`config.mk`:
```
export PLATFORM = sky130hd
export DESIGN_NAME = rx_addr_filter
export DESIGN_NICKNAME = d
export VERILOG_FILES = /design/src/rtl/rsaf_pkg.sv /design/src/rtl/rsaf_regs.sv /design/src/rtl/rsaf_classify.sv /design/src/rtl/rsaf_decide.sv /design/src/rtl/rx_addr_filter.sv
export SDC_FILE = /design/constraint.sdc
export NUM_CORES = 1
export LEC_CHECK = 0
export ABC_AREA = 1
export BUFFER_PORTS_ARGS = -buffer_cell sky130_fd_sc_hd__buf_2
export CORE_MARGIN = 2
export CORE_UTILIZATION = 50
export CTS_BUF_LIST = sky130_fd_sc_hd__clkbuf_8 sky130_fd_sc_hd__clkbuf_16
export DETAILED_ROUTE_END_ITERATION = 10
export HOLD_SLACK_MARGIN = 0.03
export PLACE_DENSITY = 0.86
export SYNTH_ARGS = -nofsm -noshare
export SYNTH_HDL_FRONTEND = slang
export SYNTH_SLANG_ARGS = --single-unit
```
`constraint.sdc`:
```
create_clock -name clk -period 5.9 [get_ports clk]
set_input_delay 0.59 -clock clk [delete_from_list [all_inputs] [get_ports clk]]
set_output_delay 0.59 -clock clk [all_outputs]
set_load 0.05 [all_outputs]
```
`src/rtl/rsaf_pkg.sv`:
```
package rsaf_pkg;

   typedef enum logic [1:0] {
      CLS_UCAST = 2'd0,
      CLS_MCAST = 2'd1,
      CLS_BCAST = 2'd2
   } dst_class_e;

   // Bit positions of the stored mode flags inside the 32-bit mode word
   localparam int MODE_LSB = 27;
   localparam int MODE_BITS = 5;

   typedef struct packed {
      logic en;      // bit 31
      logic bcast;   // bit 30
      logic mcast;   // bit 29
      logic ucast;   // bit 28
      logic exact;   // bit 27
   } mode_t;

endpackage

```
`src/rtl/rsaf_regs.sv`:
```
module rsaf_regs
   import rsaf_pkg::*;
#(
   parameter int IDX_W = 8,
   parameter int DATA_W = 32,
   parameter int WORD_W = 16,
   parameter int NUM_WORDS = 3,
   parameter int WORD_STRIDE = 2,
   parameter int MODE_IDX = 16,
   localparam int ADDR_W = NUM_WORDS * WORD_W
) (
   input  logic              clk,
   input  logic              rst_n,
   input  logic              idx_we,
   input  logic [IDX_W-1:0]  idx_in,
   input  logic              data_we,
   input  logic [DATA_W-1:0] wdata,
   output logic [DATA_W-1:0] rdata,
   output logic [IDX_W-1:0]  cur_idx,
   output logic [ADDR_W-1:0] station,
   output mode_t             mode
);

   localparam int BPW = WORD_W / 8;
   localparam logic [IDX_W-1:0] MODE_SEL = IDX_W'(MODE_IDX);

   if (WORD_W % 8 != 0) begin : g_bad_word
      $error("rsaf_regs: WORD_W must be a whole number of octets");
   end
   if (DATA_W != 32) begin : g_bad_data
      $error("rsaf_regs: mode flags need a 32-bit data register");
   end
   if (MODE_IDX < NUM_WORDS * WORD_STRIDE && MODE_IDX % WORD_STRIDE == 0) begin : g_bad_mode
      $error("rsaf_regs: MODE_IDX collides with a station word");
   end
   if ((NUM_WORDS - 1) * WORD_STRIDE >= (1 << IDX_W) || MODE_IDX >= (1 << IDX_W)) begin : g_bad_idx
      $error("rsaf_regs: index width too small");
   end

   logic [IDX_W-1:0]  idx_q;
   logic [WORD_W-1:0] word_q [NUM_WORDS];
   mode_t             mode_q;

   always_ff @(posedge clk) begin
      if (!rst_n) idx_q <= '0;
      else if (idx_we) idx_q <= idx_in;
   end

   always_ff @(posedge clk) begin
      if (!rst_n) mode_q <= '0;
      else if (data_we && idx_q == MODE_SEL)
         mode_q <= mode_t'(wdata[MODE_LSB +: MODE_BITS]);
   end

   for (genvar w = 0; w < NUM_WORDS; w++) begin : g_word
      localparam logic [IDX_W-1:0] SEL = IDX_W'(w * WORD_STRIDE);

      always_ff @(posedge clk) begin
         if (!rst_n) word_q[w] <= '0;
         else if (data_we && idx_q == SEL) word_q[w] <= wdata[WORD_W-1:0];
      end

      // low byte of each word is the earlier octet on the wire
      for (genvar b = 0; b < BPW; b++) begin : g_oct
         assign station[ADDR_W-1 - (w*BPW + b)*8 -: 8] = word_q[w][b*8 +: 8];
      end
   end

   always_comb begin
      rdata = '0;
      for (int w = 0; w < NUM_WORDS; w++) begin
         if (idx_q == IDX_W'(w * WORD_STRIDE)) rdata[WORD_W-1:0] = word_q[w];
      end
      if (idx_q == MODE_SEL) rdata[MODE_LSB +: MODE_BITS] = mode_q;
   end

   wire unused_wbits = ^wdata[MODE_LSB-1:WORD_W];

   assign cur_idx = idx_q;
   assign mode    = mode_q;

endmodule

```
`src/rtl/rsaf_classify.sv`:
```
module rsaf_classify
   import rsaf_pkg::*;
#(
   parameter int ADDR_W = 48,
   localparam int NUM_OCT = ADDR_W / 8
) (
   input  logic [ADDR_W-1:0] dst,
   input  logic [ADDR_W-1:0] station,
   output dst_class_e        cls,
   output logic              exact_hit
);

   if (ADDR_W % 8 != 0) begin : g_bad_addr
      $error("rsaf_classify: address must be whole octets");
   end

   logic [NUM_OCT-1:0] oct_eq;
   logic [NUM_OCT-1:0] oct_ones;

   for (genvar k = 0; k < NUM_OCT; k++) begin : g_oct
      assign oct_eq[k]   = (dst[k*8 +: 8] == station[k*8 +: 8]);
      assign oct_ones[k] = &dst[k*8 +: 8];
   end

   logic all_ones, group_bit;
   assign all_ones  = &oct_ones;
   assign group_bit = dst[ADDR_W-8];
   assign exact_hit = &oct_eq;

   always_comb begin
      if (all_ones)       cls = CLS_BCAST;
      else if (group_bit) cls = CLS_MCAST;
      else                cls = CLS_UCAST;
   end

endmodule

```
`src/rtl/rsaf_decide.sv`:
```
module rsaf_decide
   import rsaf_pkg::*;
(
   input  logic       clk,
   input  logic       rst_n,
   input  logic       frm_valid,
   input  dst_class_e cls,
   input  logic       exact_hit,
   input  mode_t      mode,
   output logic       dec_valid,
   output logic       dec_accept,
   output dst_class_e dec_class
);

   logic class_ok, hit;

   always_comb begin
      unique case (cls)
         CLS_BCAST: class_ok = mode.bcast;
         CLS_MCAST: class_ok = mode.mcast;
         default:   class_ok = mode.ucast;
      endcase
   end

   assign hit = mode.en && (class_ok || (mode.exact && exact_hit));

   always_ff @(posedge clk) begin
      if (!rst_n) begin
         dec_valid  <= 1'b0;
         dec_accept <= 1'b0;
         dec_class  <= CLS_UCAST;
      end else begin
         dec_valid  <= frm_valid;
         dec_accept <= frm_valid && hit;
         if (frm_valid) dec_class <= cls;
      end
   end

endmodule

```
`src/rtl/rx_addr_filter.sv`:
```
module rx_addr_filter
   import rsaf_pkg::*;
#(
   parameter int IDX_W = 8,
   parameter int DATA_W = 32,
   parameter int WORD_W = 16,
   parameter int NUM_WORDS = 3,
   parameter int WORD_STRIDE = 2,
   parameter int MODE_IDX = 16,
   localparam int ADDR_W = NUM_WORDS * WORD_W
) (
   input  logic              clk,
   input  logic              rst_n,
   input  logic              cfg_idx_we,
   input  logic [IDX_W-1:0]  cfg_idx,
   input  logic              cfg_data_we,
   input  logic [DATA_W-1:0] cfg_wdata,
   output logic [DATA_W-1:0] cfg_rdata,
   input  logic              frm_valid,
   input  logic [ADDR_W-1:0] frm_dst,
   output logic              dec_valid,
   output logic              dec_accept,
   output logic [1:0]        dec_class
);

   logic [ADDR_W-1:0] station;
   logic [IDX_W-1:0]  cur_idx;
   mode_t             mode;
   dst_class_e        cls, cls_q;
   logic              exact_hit;
   logic              mode_en;

   rsaf_regs #(
      .IDX_W(IDX_W), .DATA_W(DATA_W), .WORD_W(WORD_W),
      .NUM_WORDS(NUM_WORDS), .WORD_STRIDE(WORD_STRIDE), .MODE_IDX(MODE_IDX)
   ) u_regs (
      .clk(clk), .rst_n(rst_n),
      .idx_we(cfg_idx_we), .idx_in(cfg_idx),
      .data_we(cfg_data_we), .wdata(cfg_wdata),
      .rdata(cfg_rdata), .cur_idx(cur_idx),
      .station(station), .mode(mode)
   );

   rsaf_classify #(.ADDR_W(ADDR_W)) u_cls (
      .dst(frm_dst), .station(station), .cls(cls), .exact_hit(exact_hit)
   );

   rsaf_decide u_dec (
      .clk(clk), .rst_n(rst_n), .frm_valid(frm_valid),
      .cls(cls), .exact_hit(exact_hit), .mode(mode),
      .dec_valid(dec_valid), .dec_accept(dec_accept), .dec_class(cls_q)
   );

   assign dec_class = cls_q;
   assign mode_en   = mode.en;

endmodule

```
# Word-level counts from Yosys, hierarchy flattened
# Memories as Yosys holds them, arrays and structs flattened.
# Index checks and enable logic that the tools add are counted.
# totals
out_inout_bits	36
word_cells	55
ff_bits	17
mem_count	1
rom_bits	0
latchBits	0
ramBits	48
input_bits	93
# mem_list
memory	depth	word_bits	read_ports	rd_clocked_by_memory_dff	write_ports	line	rtl
u_regs.word_q	3	16	3	0	3	rsaf_regs.sv:41	logic [WORD_W-1:0] word_q [NUM_WORDS];
# op_classes
n_bitwise	3
n_mul	0
n_div	0
n_reduce_logical	11
mux	20
order_cmp	0
n_shift	0
n_addsub	0
n_eq_ne	11
# op_table
operator	n
16-bit 2-to-1 mux	6
8-bit == test	6
48-bit AND reduction	1
1-bit 2-to-1 mux	11
8-bit by 2-bit == test with 1-bit output (second input constant)	1
8-bit by 3-bit == test with 1-bit output (second input constant)	1
8-bit by 5-bit == test with 1-bit output (second input constant)	1
8-bit logical NOT	1
1-bit logical AND	7
6-bit AND reduction	1
5-bit 2-to-1 mux	1
1-bit OR	3
2-bit by 1-bit == test with 1-bit output (second input constant)	1
2-bit == test (second input constant)	1
2-bit 2-to-1 mux	1
1-bit one-hot mux with 2 select lines	1
1-bit logical OR	1

# Depth between registers and ports, before layout
# Gate-level depths: netlist of the first run.
# depth
word_depth	7
ltp_mapped	10
mapped_depth_nobuf	10

# By module
# A second synthesis of the first run with hierarchy kept.
# unflattened
cells_unflattened	490
area_unflattened_um2	3957.5
# by_module_without_submodules
module	seq_area_each_um2	instances	area_per_inst_um2	cells_each
rsaf_regs	1701.6	1	2906.5	298
rsaf_classify	0.0	1	859.6	167
rsaf_decide	80.1	1	191.4	25

# Worst setup path after synthesis of the first run
# OpenSTA, ideal clock, no wires.
# synth_path
path_kind	reg2reg
from	register u_regs.idx_q[6], in the netlist u_regs.cur_idx[6]
to	memory u_regs.word_q[0][0], enable pin
t_required_ns	5.489
path_stages_with_launch	9
arrival_ns	2.188
setup_slack_ns	3.301
setup_ns	0.411
synth_period_minus_slack_ns	2.599
n_path_buf	2
path_cell_list	dfxtp_1 -> inv_1 -> nand2_2 -> nor3_2 -> and2_4 -> buf_12 -> inv_6 -> buf_12 -> o21ai_0
# synth_rtl
element	line	rtl
start: declaration	rsaf_regs.sv:40	logic [IDX_W-1:0] idx_q;
start signal: assignment	rsaf_regs.sv:46	else if (idx_we) idx_q <= idx_in;
end: declaration	rsaf_regs.sv:41	

# Worst setup path in the final report of the first run
# layout_path
from	register u_regs.idx_q[7], in the netlist u_regs.cur_idx[7]
to	output cfg_rdata[14]
# layout_between
elab_chain_cells	4
word_cells_on_any_way	6
classes_between	eq/ne: 2; mux: 3; reduce/logical: 1
# layout_lines
element	line	rtl
8-bit logical NOT	rsaf_regs.sv:72	if (idx_q == IDX_W'(w * WORD_STRIDE)) rdata[WORD_W-1:0] = word_q[w];
16-bit 2-to-1 mux (2 in a row)	rsaf_regs.sv:72	
16-bit 2-to-1 mux *	rsaf_regs.sv:72	
end: declaration	rx_addr_filter.sv:18	output logic [DATA_W-1:0] cfg_rdata,
# Mark *: on every way between the ends. The rest lies on a longest branch, timed or not.

==> run_results.csv, run 1 <==
group,metric,value,unit
critical_path,startpoint,"u_regs.cur_idx[7]$_SDFFE_PN0P_",
critical_path,path_class,"flip-flop to output pin",
hold_path,min_from,"frm_valid",
cells_and_area,n_antenna_cell,0,
clocking,htree_levels,3,
routing,routed_wl,11.5,mm
placement,place_congestion,0.917,
routing,wire_per_inst,14.4,um
synth,yosys.area_share.simple,30.2,%
critical_path,r2r_setup_slack,3090,ps
grt,grt_pass1_vias,3791,
timing,finalHoldViolCount,0,
job,maxCapViolations,0,
timing,timing.final.crit_period,3120,ps
clocking,hold_buffers,0,
synth,synth.mux.area_fraction,0,%
routing,drtIter0Drc,347,
synth,synth_edf_count,48,
synth,synthCells,585,
grt,antenna_found_initial,0,
critical_path,r2r-start,"u_regs.cur_idx[7]$_SDFFE_PN0P_",
synth,synth-xor-area-share,1.71,%
run_status,status,"finished, final reports clean",
clocking,cts_setup_buffers,0,
clocking,post_cts_resized,0,
hold_path,hold_path.class,"input port to flip-flop",
critical_path,start_kind,"flip-flop",
placement,port_buffers,106,
critical_path,critical_path_arrival,2530,ps
floorplan,core.rowCount,33,
floorplan,start_util,50.6,%
synth,ys_seq_elements,65,
clocking,clock_path_buffers,2,
timing,maxSlewHeadroom,27.9,%
synth,synthAdderAreaFrac,0,%
synth,synth_top_family_by_area,"simple AND/OR/NAND/NOR gates",
synth,syn_avg_cell_area,7.01,um2
clocking,cts-root-buf,"clkbuf_8",
floorplan,core_area,8090,um2
floorplan,dieArea,8940,um2
synth,synthTopCellsByArea,"edfxtp_1, nand2_1, inv_1",
placement,hpwl,8.70,mm
clocking,cts_tree,"done",
synth,yosysUniqueCellTypes,31,
routing,via_count,3969,
cells_and_area,drive_gt1_share,21.0,%
floorplan,die_y,94.5,um
routing,firstDrtPassIters,5,
synth,synth.yosys.seq_area_share,43.5,%
timing,finalMaxSlewViolations,0,
synth,synth_compound_area_share,8.82,%
cells_and_area,area_growth,18.0,%
synth,post-synth-top-area-fraction,35.2,%
routing,antenna_left,0,
cells_and_area,layout_commonest_cell,"nand2_1",
cells_and_area,layout_common_cells,"nand2_1, inv_1, nor2_1",
floorplan,dieWidth,94.5,um
timing,rsz0062_at_grt,"no",
timing,fmax,320,MHz
timing,skew,8.37,ps
power,p_leak,0.00259,uW
critical_path,endpoint_kind,"output pin",
grt,grt_pass1_wl,17.5,mm
cells_and_area,fin_util,59.8,%
critical_path,crit_path_max_fanout,32,
grt,grt_usage,26.2,%
floorplan,io_pins,129,
grt,grt_max_degree,33,
clocking,cts-buffers-inserted,9,
critical_path,crit_end,"cfg_rdata[14]",
routing,drc,0,
synth,ys.flop_type,"edfxtp_1",
timing,setup_viol,0,
synth,yosysTopAreaCell,"edfxtp_1",
clocking,cts.sinks,65,
cells_and_area,nNetsFinal,782,
timing,fin_crit_sh,53.0,%
synth,syn_area,4100,um2
routing,vias_per_cell,4.97,
synth,synth_warnings,0,
critical_path,rr_endpoint,"u_regs.word_q[2][3]$_SDFFCE_PN0P_",
grt,grt_overflow,0,
power,pwr_density_cell,239,nW/um2
critical_path,critPathRequiredTime,5310,ps
critical_path,ff2ff_path_depth,5,
clocking,clk-insertion-delay-late,350,ps
power,vdd_ir_drop_max,137,uV
synth,async_reset_ff_share,0,%
clocking,clk_pin_slew,80,ps
timing,timing_worst_slew_pin_value,1080,ps
timing,tns,0,ps
through the flow:
step	std cells	hold slack (ps)	worst slack, ps	cell area (um2)	power [uW]
4_1_cts	799	447	2760	4840	1150
3_5_place_dp	783	436	3070	4620	753
2_1_floorplan	595	419	3300	4140	685
3_3_place_gp	783	434	3190	4620	747
6_report	799	453	2780	4840	1150
5_1_grt	799	451	2560	4840	1190
critical path: stages (launching register included):
cell and delay [ps]:
dfxtp_1 310, inv_1 90, nand2_2 70, nor3_2 190, nand2_1 670, o211ai_1 340
o21ai_0 160, inv_1 90, buf_2 260
Yosys cell counts, types with 2 or more instances:
cell type,instances
nand2_1,165
inv_1,116
nor2_1,108
edfxtp_1,48
o21ai_0,38
dfxtp_1,17
a21oi_1,13
o22ai_1,12
buf_4,11
nor2_2,11
nand3_1,7
xnor2_1,6
buf_2,4
buf_6,3
inv_2,3
nand3_4,3
o211ai_1,3
buf_12,2
clkbuf_1,2
xor2_1,2
flip-flops by register name (all words and copies together) (netlist names):
name              flops
u_regs.word_q        48
u_regs.cur_idx        8
u_regs.mode           5
u_dec.dec_class       2
u_dec.dec_accept      1
u_dec.dec_valid       1
area by class of cell:
cell class | instances | area [um2]
multi-input combinational | 387 | 1720
inverter | 120 | 455
sequential | 65 | 1780
timing repair buffer | 106 | 531
fill | 740 | 3250
clock inverter | 4 | 18.8
tap | 105 | 131
clock buffer | 12 | 199
how the worst min path moves through the flow:
stage	to	slack, ps	cells past startpoint
4_1_cts	u_dec.dec_accept$_SDFF_PN0_	450	2
5_1_grt	u_dec.dec_class[1]$_SDFFE_PN0P_	450	2
3_3_place_gp	u_dec.dec_accept$_SDFF_PN0_	430	2
6_report	u_dec.dec_class[1]$_SDFFE_PN0P_	450	2
3_5_place_dp	u_dec.dec_accept$_SDFF_PN0_	440	2
2_1_floorplan	u_dec.dec_accept$_SDFF_PN0_	420	2
cell families after synthesis:
| family | Yosys count |
|---|---|
| AO/OA/AOI/OAI | 67 |
| XOR/XNOR | 8 |
| buffers and inverters | 143 |
| flip-flops | 65 |
| other | 1 |
| AND/OR/NAND/NOR | 301 |
metal layers:
metal / share of wire [%] / global-route usage [%] / wire length [um]
met5: 0 / 0 / 0
met1: 40 / 31.4 / 4600
met2: 47 / 44.0 / 5450
met4: 4.9 / 16.2 / 564
met3: 8.1 / 4.23 / 938
where the power goes:
| part | switching [uW] | total (uW) | internal, uW | leakage [uW] |
|---|---|---|---|---|
| Combinational | 157 | 219 | 62.5 | 0.00184 |
| Sequential | 13.7 | 527 | 513 | 0.000635 |
| Clock | 182 | 408 | 226 | 0.000117 |
(Power assumes the default switching activity.)
==> run 2, diff against run 1 <==
ABC_AREA = 0   (was 1)
CORE_UTILIZATION = 45   (was 50)
PLACE_DENSITY = 0.84   (was 0.86)
clock period = 2.65 ns   (was 5.9 ns; I/O delays follow)
==> run_results.csv, run 2 <==
group,metric,value,unit
floorplan,start_util,46.4,%
critical_path,start_kind,"flip-flop",
synth,synth_common_cells,"and2_1, edfxtp_1, xnor2_1, nand4_1, xor2_1",
critical_path,endpoint_kind,"output pin",
timing,timing.final.crit_period,2400,ps
clocking,cts-root-buf,"clkbuf_8",
routing,antenna_left,0,
critical_path,cpMaxStageDelayCell,"or3_4",
floorplan,core.rowCount,32,
synth,synth_edf_count,48,
synth,synth_compound_area_share,7.05,%
synth,synth_warnings,0,
synth,synthCells,323,
cells_and_area,fin_util,57.2,%
synth,ys_seq_elements,65,
routing,wire_per_inst,18.7,um
placement,dpl_cell_area,4160,um2
clocking,cts.sinks,65,
floorplan,io_pins,129,
power,pwr_density_cell,597,nW/um2
synth,synth.most_common_cell,"and2_1",
synth,syn_area,3570,um2
routing,vias_per_cell,5.53,
timing,fin_ws,248,ps
timing,timing_worst_slew_pin_value,636,ps
critical_path,path_class,"flip-flop to output pin",
synth,synthTopCellsByArea,"edfxtp_1, and2_1, dfxtp_1",
clocking,cts_tree,"done",
routing,routed_wl,10.1,mm
cells_and_area,final_cell_area,4400,um2
grt,grt_pass1_wl,15.3,mm
clocking,post_cts_resized,0,
timing,finalMaxSlewViolations,0,
synth,syn_avg_cell_area,11.0,um2
cells_and_area,regArea,1780,um2
critical_path,r2r_setup_slack,620,ps
job,maxCapViolations,0,
timing,tns,0,ps
synth,synth.mux.area_fraction,2.56,%
clocking,clock_path_buffers,2,
placement,place_congestion,0.934,
cells_and_area,largest-register,"u_regs.word_q",
timing,skew,8.77,ps
critical_path,crit_path_max_fanout,18,
cells_and_area,nNetsFinal,526,
floorplan,dieWidth,93.0,um
timing,finalHoldViolCount,0,
synth,synth_top_family_by_area,"simple AND/OR/NAND/NOR gates",
routing,drtIter0Drc,307,
synth,synthAdderAreaFrac,0,%
grt,grt_max_degree,24,
timing,fin_crit_sh,90.6,%
cells_and_area,layout_commonest_cell,"buf_2",
routing,via_count,2986,
synth,yosysUniqueCellTypes,38,
power,vdd_ir_drop_max,315,uV
floorplan,dieArea,8660,um2
critical_path,critPathRequiredTime,2380,ps
synth,synth.yosys.seq_area_share,49.9,%
cells_and_area,multi_input_area,1590,um2
critical_path,slowest_delay,410,ps
clocking,hold_buffers,0,
synth,yosysTopAreaCell,"edfxtp_1",
synth,ys.flop_type,"edfxtp_1",
floorplan,core_area,7690,um2
run_status,status,"finished, final reports clean",
cells_and_area,fillers,659,
timing,maxSlewHeadroom,57.2,%
synth,async_reset_ff_share,0,%
synth,synth-xor-area-share,11.3,%
grt,grt_overflow,0,
clocking,cts_setup_buffers,0,
timing,rsz0062_at_grt,"no",
clocking,htree_levels,3,
cells_and_area,largest_register_ffs,48,
cells_and_area,n_antenna_cell,0,
synth,yosys.area_share.simple,22.5,%
timing,fmax,416,MHz
placement,port_buffers,106,
synth,post-synth-top-area-fraction,40.4,%
clocking,clk_pin_slew,70,ps
floorplan,die_y,93.0,um
timing,setup_viol,0,
clocking,clk-insertion-delay-late,340,ps
clocking,cts-buffers-inserted,9,
cells_and_area,drive_gt1_share,30.6,%
placement,pre_cts_ws,627,ps
cells_and_area,area_growth,23.3,%
grt,grt_pass1_vias,3022,
power,p_leak,0.00196,uW
routing,drc,0,
cells_and_area,layout_common_cells,"buf_2, and2_1, edfxtp_1",
placement,hpwl,7.57,mm
routing,firstDrtPassIters,8,
grt,grt_usage,23.9,%
critical_path,crit_chain,"or3_4 > nor3_2 > and3_1 > buf_4 > a222oi_1 > inv_1 > buf_2",
hold_path,hold_path.class,"input port to flip-flop",
grt,antenna_found_initial,0,
critical_path,critical_path_arrival,2140,ps
[run 2: cell count changes in the layout (fill, tap and decap cells not counted), moves of 17 or more]
cell,change
xor2_1,+17
nor2_1,-105
and2_1,+56
o21ai_0,-35
inv_1,-98
xnor2_1,+21
nand2_1,-150
nand4_1,+19
[run 2: per-layer routing]
layer,vias up,wire [um],track usage (%)
met3,32,1020,5.72
met2,200,4750,38.4
met4,0,375,11.5
met1,1392,3950,30.5
met5,-,0,0
li1,1362,-,-
[run 2: power breakdown]
group / total, uW / internal (uW) / switching [uW]
Combinational: 443 / 153 / 290
Clock: 996 / 617 / 379
Sequential: 1180 / 1140 / 39.7
Total: 2620 / 1910 / 709
[run 2: layout make-up]
type	count	share of cell area, %
Clock buffer	9	2.82
Tap cell	102	2.90
Inverter	18	1.54
Multi-Input combinational cell	226	36.2
Sequential cell	65	40.5
Clock inverter	7	2.50
Timing Repair Buffer	113	13.5
[run 2: worst paths after layout]
kind | endpoint | startpoint | cells past startpoint
setup / recovery | cfg_rdata[9] | u_regs.cur_idx[5]$_SDFFE_PN0P_ | 7
hold / removal | u_regs.cur_idx[0]$_SDFFE_PN0P_ | cfg_idx[0] | 3
setup reg to reg | u_regs.word_q[0][15]$_SDFFCE_PN0P_ | u_regs.cur_idx[5]$_SDFFE_PN0P_ | 7
hold reg to reg | u_regs.mode[2]$_SDFFE_PN0P_ | u_regs.mode[2]$_SDFFE_PN0P_ | 2
[run 2: per-stage QoR]
step / hold WS (ps) / power (uW) / std cells
finish: 188 / 2620 / 540
global route: 188 / 2720 / 540
CTS: 180 / 2630 / 540
detailed placement: 480 / 1640 / 524
global placement: 461 / 1640 / 524
floorplan: 387 / 1480 / 333
[run 2: worst max-delay path, delay by kind of cell (launching register included)]
family / cells / cell delay [ps]
buffers and inverters: 3 / 600
AND/OR/NAND/NOR: 3 / 720
flip-flops: 1 / 330
AO/OA/AOI/OAI: 1 / 160
[run 2: cells by family after synthesis]
logic type | count (synthesis)
simple gates | 131
flops | 65
xor+xnor | 46
buf+inv | 42
compound gates | 29
mux | 9
other cells | 1
